### config.mk
export PLATFORM = sky130hd
export DESIGN_NAME = rampPlaneSeq
export DESIGN_NICKNAME = d
export VERILOG_FILES = /design/src/rtl/rampPlanePkg.sv /design/src/rtl/pixLatchCell.sv /design/src/rtl/pixSeqCtrl.sv /design/src/rtl/pixPlaneDp.sv /design/src/rtl/rampPlaneSeq.sv
export SDC_FILE = /design/constraint.sdc
export NUM_CORES = 1
export LEC_CHECK = 0
export ABC_AREA = 1
export CAP_MARGIN = 25
export CELL_PAD_IN_SITES_DETAIL_PLACEMENT = 0
export CELL_PAD_IN_SITES_GLOBAL_PLACEMENT = 1
export CORE_AREA = 2 2 133 135
export DETAILED_ROUTE_END_ITERATION = 8
export DIE_AREA = 0 0 135 137
export MAX_ROUTING_LAYER = met4
export PLACE_DENSITY = 0.78
export SETUP_SLACK_MARGIN = 0.5
export SYNTH_ARGS = -nofsm -noshare
export SYNTH_HDL_FRONTEND = slang
export SYNTH_SLANG_ARGS = --single-unit
### constraint.sdc
create_clock -name clk -period 3.5 [get_ports clk]
set_input_delay 0.525 -clock clk [delete_from_list [all_inputs] [get_ports clk]]
set_output_delay 0.525 -clock clk [all_outputs]
set_load 0.1 [all_outputs]
### src/rtl/rampPlanePkg.sv
package rampPlanePkg;
  typedef struct packed {
    logic clr;   // clear trip flags before a sweep
    logic step;  // present one threshold step
    logic fin;   // close the sweep with the all-ones bit
    logic az;    // autozero cycle
    logic ack;   // plane handshake taken
  } seqStrobe_t;
endpackage

### src/rtl/pixLatchCell.sv
module pixLatchCell #(
  parameter int DAC_W = 6
) (
  input  logic             clk,
  input  logic             rstN,
  input  logic             clr,
  input  logic             evalEn,
  input  logic             finEn,
  input  logic [DAC_W-1:0] rampCode,
  input  logic [DAC_W-1:0] level,
  input  logic             bitX,
  output logic             bitQ
);
  logic tripped;
  logic cmpHit;

  // behavioural comparator: flips once ramp passes the stored level
  assign cmpHit = evalEn && (rampCode > level) && !tripped;

  always_ff @(posedge clk) begin
    if (!rstN) begin
      tripped <= 1'b0;
      bitQ    <= 1'b0;
    end else if (clr) begin
      tripped <= 1'b0;
    end else if (cmpHit || (finEn && !tripped)) begin
      bitQ    <= bitX;
      tripped <= 1'b1;
    end
  end
endmodule

### src/rtl/pixSeqCtrl.sv
module pixSeqCtrl
  import rampPlanePkg::*;
#(
  parameter int CODE_W = 3,
  parameter int SUBS   = 4,
  localparam int BIT_W = $clog2(CODE_W),
  localparam int SUB_W = $clog2(SUBS)
) (
  input  logic              clk,
  input  logic              rstN,
  input  logic              start,
  input  logic              planeValid,
  input  logic              planeReady,
  output seqStrobe_t        stb,
  output logic [CODE_W-1:0] stepIdx,
  output logic [BIT_W-1:0]  bitIdx,
  output logic [SUB_W-1:0]  subIdx,
  output logic              busy
);
  localparam logic [CODE_W-1:0] LAST_STEP = {CODE_W{1'b1}};
  localparam logic [BIT_W-1:0]  TOP_BIT   = BIT_W'(CODE_W - 1);
  localparam logic [SUB_W-1:0]  LAST_SUB  = SUB_W'(SUBS - 1);

  typedef enum logic [2:0] {S_IDLE, S_SWEEP, S_FINAL, S_HOLD, S_ZERO, S_NEXT} seqState_e;
  seqState_e state;

  logic handshake;
  assign handshake = planeValid && planeReady;
  assign busy      = (state != S_IDLE);

  always_comb begin
    stb = '0;
    case (state)
      S_IDLE:  stb.clr = start;
      S_SWEEP: stb.step = 1'b1;
      S_FINAL: stb.fin = 1'b1;
      S_HOLD: begin
        stb.ack = handshake;
        stb.clr = handshake && (bitIdx != '0);
      end
      S_ZERO:  stb.az = 1'b1;
      S_NEXT:  stb.clr = (subIdx != LAST_SUB);
      default: stb = '0;
    endcase
  end

  always_ff @(posedge clk) begin
    if (!rstN) begin
      state   <= S_IDLE;
      stepIdx <= '0;
      bitIdx  <= '0;
      subIdx  <= '0;
    end else begin
      case (state)
        S_IDLE: if (start) begin
          state   <= S_SWEEP;
          stepIdx <= CODE_W'(1);
          bitIdx  <= TOP_BIT;
          subIdx  <= '0;
        end
        S_SWEEP: begin
          if (stepIdx == LAST_STEP) state <= S_FINAL;
          else stepIdx <= stepIdx + 1'b1;
        end
        S_FINAL: state <= S_HOLD;
        S_HOLD: if (handshake) begin
          if (bitIdx != '0) begin
            bitIdx  <= bitIdx - 1'b1;
            stepIdx <= CODE_W'(1);
            state   <= S_SWEEP;
          end else begin
            state <= S_ZERO;
          end
        end
        S_ZERO: state <= S_NEXT;
        S_NEXT: begin
          if (subIdx == LAST_SUB) begin
            state <= S_IDLE;
          end else begin
            subIdx  <= subIdx + 1'b1;
            bitIdx  <= TOP_BIT;
            stepIdx <= CODE_W'(1);
            state   <= S_SWEEP;
          end
        end
        default: state <= S_IDLE;
      endcase
    end
  end
endmodule

### src/rtl/pixPlaneDp.sv
module pixPlaneDp
  import rampPlanePkg::*;
#(
  parameter int NUM_ADC = 4,
  parameter int SUBS    = 4,
  parameter int CODE_W  = 3,
  parameter int DAC_W   = 6,
  parameter logic [DAC_W-1:0] AZ_CODE = DAC_W'(32),
  localparam int BIT_W = $clog2(CODE_W),
  localparam int SUB_W = $clog2(SUBS),
  localparam int TBL_N = 1 << CODE_W
) (
  input  logic                          clk,
  input  logic                          rstN,
  input  seqStrobe_t                    stb,
  input  logic [CODE_W-1:0]             stepIdx,
  input  logic [BIT_W-1:0]              bitIdx,
  input  logic [SUB_W-1:0]              subIdx,
  input  logic [NUM_ADC*SUBS*DAC_W-1:0] pixLevel,
  input  logic                          tblWr,
  input  logic [CODE_W-1:0]             tblAddr,
  input  logic [DAC_W-1:0]              tblData,
  output logic [DAC_W-1:0]              rampCode,
  output logic                          bitX,
  output logic                          pixReset,
  output logic                          planeValid,
  output logic [NUM_ADC-1:0]            planeBits
);
  logic [DAC_W-1:0]  thrTbl [TBL_N];
  logic [CODE_W-1:0] prevCode;
  logic              evalEn;
  logic              finEn;

  assign prevCode = stepIdx - 1'b1;

  always_ff @(posedge clk) begin
    if (!rstN) begin
      for (int i = 0; i < TBL_N; i++) thrTbl[i] <= DAC_W'(i);
    end else if (tblWr) begin
      thrTbl[tblAddr] <= tblData;
    end
  end

  always_ff @(posedge clk) begin
    if (!rstN) begin
      rampCode   <= '0;
      bitX       <= 1'b0;
      evalEn     <= 1'b0;
      finEn      <= 1'b0;
      pixReset   <= 1'b0;
      planeValid <= 1'b0;
    end else begin
      evalEn   <= stb.step;
      finEn    <= stb.fin;
      pixReset <= stb.az;
      if (stb.step) begin
        rampCode <= thrTbl[stepIdx];
        bitX     <= prevCode[bitIdx];
      end else if (stb.fin) begin
        bitX <= 1'b1;  // bit of the all-ones code
      end else if (stb.az) begin
        rampCode <= AZ_CODE;
      end
      if (finEn)        planeValid <= 1'b1;
      else if (stb.ack) planeValid <= 1'b0;
    end
  end

  for (genvar a = 0; a < NUM_ADC; a++) begin : g_cell
    logic [DAC_W-1:0] selLevel;
    assign selLevel = pixLevel[(int'(subIdx) * NUM_ADC + a) * DAC_W +: DAC_W];
    pixLatchCell #(.DAC_W(DAC_W)) u_cell (
      .clk      (clk),
      .rstN     (rstN),
      .clr      (stb.clr),
      .evalEn   (evalEn),
      .finEn    (finEn),
      .rampCode (rampCode),
      .level    (selLevel),
      .bitX     (bitX),
      .bitQ     (planeBits[a])
    );
  end
endmodule

### src/rtl/rampPlaneSeq.sv
module rampPlaneSeq
  import rampPlanePkg::*;
#(
  parameter int NUM_ADC = 4,
  parameter int SUBS    = 4,
  parameter int CODE_W  = 3,
  parameter int DAC_W   = 6,
  parameter logic [DAC_W-1:0] AZ_CODE = DAC_W'(32),
  localparam int BIT_W = $clog2(CODE_W),
  localparam int SUB_W = $clog2(SUBS)
) (
  input  logic                          clk,
  input  logic                          rstN,
  input  logic                          start,
  input  logic [NUM_ADC*SUBS*DAC_W-1:0] pixLevel,
  input  logic                          tblWr,
  input  logic [CODE_W-1:0]             tblAddr,
  input  logic [DAC_W-1:0]              tblData,
  output logic [DAC_W-1:0]              rampCode,
  output logic                          bitX,
  output logic                          pixReset,
  output logic [SUB_W-1:0]              subSel,
  output logic                          planeValid,
  input  logic                          planeReady,
  output logic [NUM_ADC-1:0]            planeBits,
  output logic [BIT_W-1:0]              planeBit,
  output logic                          busy
);
  seqStrobe_t        stb;
  logic [CODE_W-1:0] stepIdx;

  pixSeqCtrl #(.CODE_W(CODE_W), .SUBS(SUBS)) u_ctrl (
    .clk        (clk),
    .rstN       (rstN),
    .start      (start),
    .planeValid (planeValid),
    .planeReady (planeReady),
    .stb        (stb),
    .stepIdx    (stepIdx),
    .bitIdx     (planeBit),
    .subIdx     (subSel),
    .busy       (busy)
  );

  pixPlaneDp #(
    .NUM_ADC(NUM_ADC), .SUBS(SUBS), .CODE_W(CODE_W), .DAC_W(DAC_W), .AZ_CODE(AZ_CODE)
  ) u_dp (
    .clk        (clk),
    .rstN       (rstN),
    .stb        (stb),
    .stepIdx    (stepIdx),
    .bitIdx     (planeBit),
    .subIdx     (subSel),
    .pixLevel   (pixLevel),
    .tblWr      (tblWr),
    .tblAddr    (tblAddr),
    .tblData    (tblData),
    .rampCode   (rampCode),
    .bitX       (bitX),
    .pixReset   (pixReset),
    .planeValid (planeValid),
    .planeBits  (planeBits)
  );
endmodule

==> impl_metrics.env <==
export IMPL_status="complete, no violations"
export IMPL_antenna_found_initial=0
export IMPL_fmax_mhz=362
export IMPL_peakVddDrop_uv=326
export IMPL_placement_io_buffers=127
export IMPL_synth_edf_count=48
export IMPL_path_max_fanout=8
export IMPL_synth_top_area_share_pct=24.7
export IMPL_ff2ff_path_depth=17
export IMPL_die_area_um2=18500
export IMPL_dr_pass1_iters=5
export IMPL_drt_iter0_drc=394
export IMPL_drive_gt1_share_pct=5.60
export IMPL_r2r_setup_slack_ns=0.73
export IMPL_die_h_um=137
export IMPL_io_pins=128
export IMPL_cts_root_buf="clkbuf_16"
export IMPL_first_global_vias=5813
export IMPL_synth_most_common_cell="nand2_1"
export IMPL_slew_viol_final=0
export IMPL_grt_ovfl_total=0
export IMPL_fillers=1768
export IMPL_yosysSeqAreaShare_pct=35.6
export IMPL_synth_area_leader_cell="edfxtp_1"
export IMPL_setup_tns_ns=0
export IMPL_drc=0
export IMPL_holdBufCountCts=0
export IMPL_fin_nets=1103
export IMPL_rows=48
export IMPL_synth_fp_nets=994
export IMPL_finalWirelength_um=19200
export IMPL_syn_area_um2=5850
export IMPL_critPathKind="reg -> reg"
export IMPL_htree_num_levels=3
export IMPL_utilization_pct=44.5
export IMPL_synth_cell_types=34
export IMPL_holdPathEnd="u_dp.planeValid"
export IMPL_max_slew_margin_rel_pct=30.3
export IMPL_synth_area_per_cell_um2=6.87
export IMPL_cts_made_buffers=9
export IMPL_n_antenna_cell=0
export IMPL_netlist_top_cells_area="edfxtp_1 (25%), nand2_1 (13%), dfxtp_1 (11%)"
export IMPL_rr_endpoint="u_dp.g_cell[2].u_cell.bitQ"
export IMPL_place_gp_congestion=0.888
export IMPL_syn_inst=851
export IMPL_p_leak_nw=3.27
export IMPL_cp_arrival_ns=2.99
export IMPL_clkLatencyLatePin_ns=0.33
export IMPL_yosys_most_used_dff="edfxtp_1"
export IMPL_hpwl_um=14700
export IMPL_powerDensity_nw_per_um2=368
export IMPL_finalSetupViolCount=0
export IMPL_crit_required_ns=3.72
export IMPL_r2r_start="u_ctrl.subIdx[1]"
export IMPL_start_util_pct=34.3
export IMPL_timing_max_cap_violations=0
export IMPL_grt_max_degree=67
export IMPL_cts_sinks=80
export IMPL_fin_crit_ns=2.77
export IMPL_worst_slew_pin_slew_ns=1.04
export IMPL_grt_setup_unrepaired="yes"
export IMPL_detail_route_antenna_nets=0
export IMPL_core_area_um2=17100
export IMPL_skew_ns=0.00567
export IMPL_tritoncts="yes"
export IMPL_fp_dieW_um=135
export IMPL_min_period_over_period_pct=79.0
export IMPL_grt_use_total_pct=21.2
export IMPL_via_count=6022
export IMPL_hp_start="u_dp.planeValid"
export IMPL_worstHoldPathCells=2
export IMPL_yosysWarnings=0
export IMPL_path_clk_slew_ns=0.06
export IMPL_hold_class="reg -> reg"
export IMPL_clk_path_buf_depth=2
export IMPL_wl_per_cell_um=16.1
export IMPL_ys_async_sr_fraction_pct=0
export IMPL_start_kind="flip-flop"
export IMPL_area_growth_pct=29.8
export IMPL_ys_top_cells_by_count="nand2_1 (203), nor2_1 (124), inv_1 (95), o21ai_0 (84), a21oi_1 (61)"
export IMPL_via_per_inst=5.06
export IMPL_worstSetupEndpointType="flip-flop"
export IMPL_hold_viol_final=0
export IMPL_synth_seq_cells=80
export IMPL_hold_ws_ns=0.488
export IMPL_grt_pass1_wl_um=30000
==> routing by layer <==
| layer | track usage [%] | part of all wire, % | vias up | wire, µm |
|---|---|---|---|---|
| li1 | - | - | 3054 | - |
| met2 | 35.1 | 46 | 208 | 8790 |
| met3 | 2.56 | 6.1 | 24 | 1170 |
| met4 | 6.31 | 1.9 | 0 | 358 |
| met5 | - | 0 | - | 0 |
| met1 | 27.3 | 46 | 2736 | 8860 |
==> through the flow <==
step	instances	instance area, µm²	power (mW)	setup slack, ns
after floorplan	851	5850	1.60	0.495
after global placement	1174	7260	1.90	0.585
after detailed placement	1174	7260	1.90	0.571
after CTS	1190	7550	2.82	0.560
after global routing	1190	7590	2.93	0.496
final	1190	7590	2.79	0.734
==> logic make-up after synthesis <==
group           after synthesis  share of synthesized area, %
compound gates              197                          19.3
fa+ha+maj                    33                          7.06
buf+inv                     140                          10.0
flops                        80                          35.6
mux                           2                         0.342
simple gates                399                          27.7
==> where the power goes <==
group | total, mW | internal (mW) | leakage (nW) | switching, mW
logic | 0.762 | 0.283 | 2.41 | 0.480
clock network | 0.918 | 0.549 | 0.140 | 0.369
registers | 1.11 | 1.06 | 0.727 | 0.0509
==> cell type report <==
cell class	instances	area, µm²	share of cell area [%]
clock inverters	6	60.1	0.791
inverters	99	377	4.96
flip-flops and latches	80	2090	27.5
well taps	225	282	3.71
repair buffers	139	1370	18.0
clock buffers	10	229	3.02
multi-input cells	631	3190	42.0
==> how the worst max path moves through the flow <==
stage,to,start,cells past startpoint
floorplan,u_dp.g_cell[1].u_cell.bitQ,u_ctrl.subIdx[0],21
global placement,u_dp.g_cell[1].u_cell.bitQ,u_ctrl.subIdx[0],17
detailed placement,u_dp.g_cell[1].u_cell.tripped,u_ctrl.subIdx[0],16
CTS,u_dp.g_cell[1].u_cell.tripped,u_ctrl.subIdx[0],16
global route,u_dp.g_cell[3].u_cell.tripped,u_ctrl.subIdx[0],15
finish,u_dp.g_cell[2].u_cell.bitQ,u_ctrl.subIdx[1],17
==> registers in the layout, indices dropped and copies added (netlist names), named ones only <==
signal and cells:
u_ctrl.state 3, u_dp.pixReset 1, u_dp.g_cell.u_cell.bitQ 4, u_ctrl.subIdx 2
u_dp.evalEn 1, u_dp.planeValid 1, u_dp.bitX 1, u_ctrl.bitIdx 2
u_dp.thrTbl 48, u_dp.rampCode 6, u_dp.finEn 1, u_ctrl.stepIdx 3
u_dp.g_cell.u_cell.tripped 4
==> layout by cell type (no fill, tap or decap), types with 29 or more instances in the layout <==
cell type	n
nand2_1	203
ha_1	31
edfxtp_1	48
nor2_1	123
dfxtp_1	30
o21ai_0	83
clkdlybuf4s50_1	120
o211ai_1	29
nand3_1	59
inv_1	94
a21oi_1	60
==> worst max-delay path: stages (launching register included) <==
cell      delay, ns
dfxtp_2        0.41
ha_1           0.35
clkinv_1       0.23
buf_4          0.21
a21oi_1        0.14
o21ai_0        0.14
o31ai_1        0.10
nand2_1        0.07
o21ai_0        0.10
ha_1           0.27
nand2_1        0.08
inv_1          0.04
a21oi_1        0.13
nand2_1        0.10
nand2_1        0.11
nand3_1        0.07
nand2_1        0.06
nor2_1         0.04
==> what timing repair did <==
action / 4_1_cts / 5_1_grt
endpoints found under the hold margin: 0 / 0
endpoints found under the setup margin: 0 / 6
setup buffers: 0 / 0
gates resized for setup: 0 / 15
Note: power is estimated with default switching activity, not from simulation.
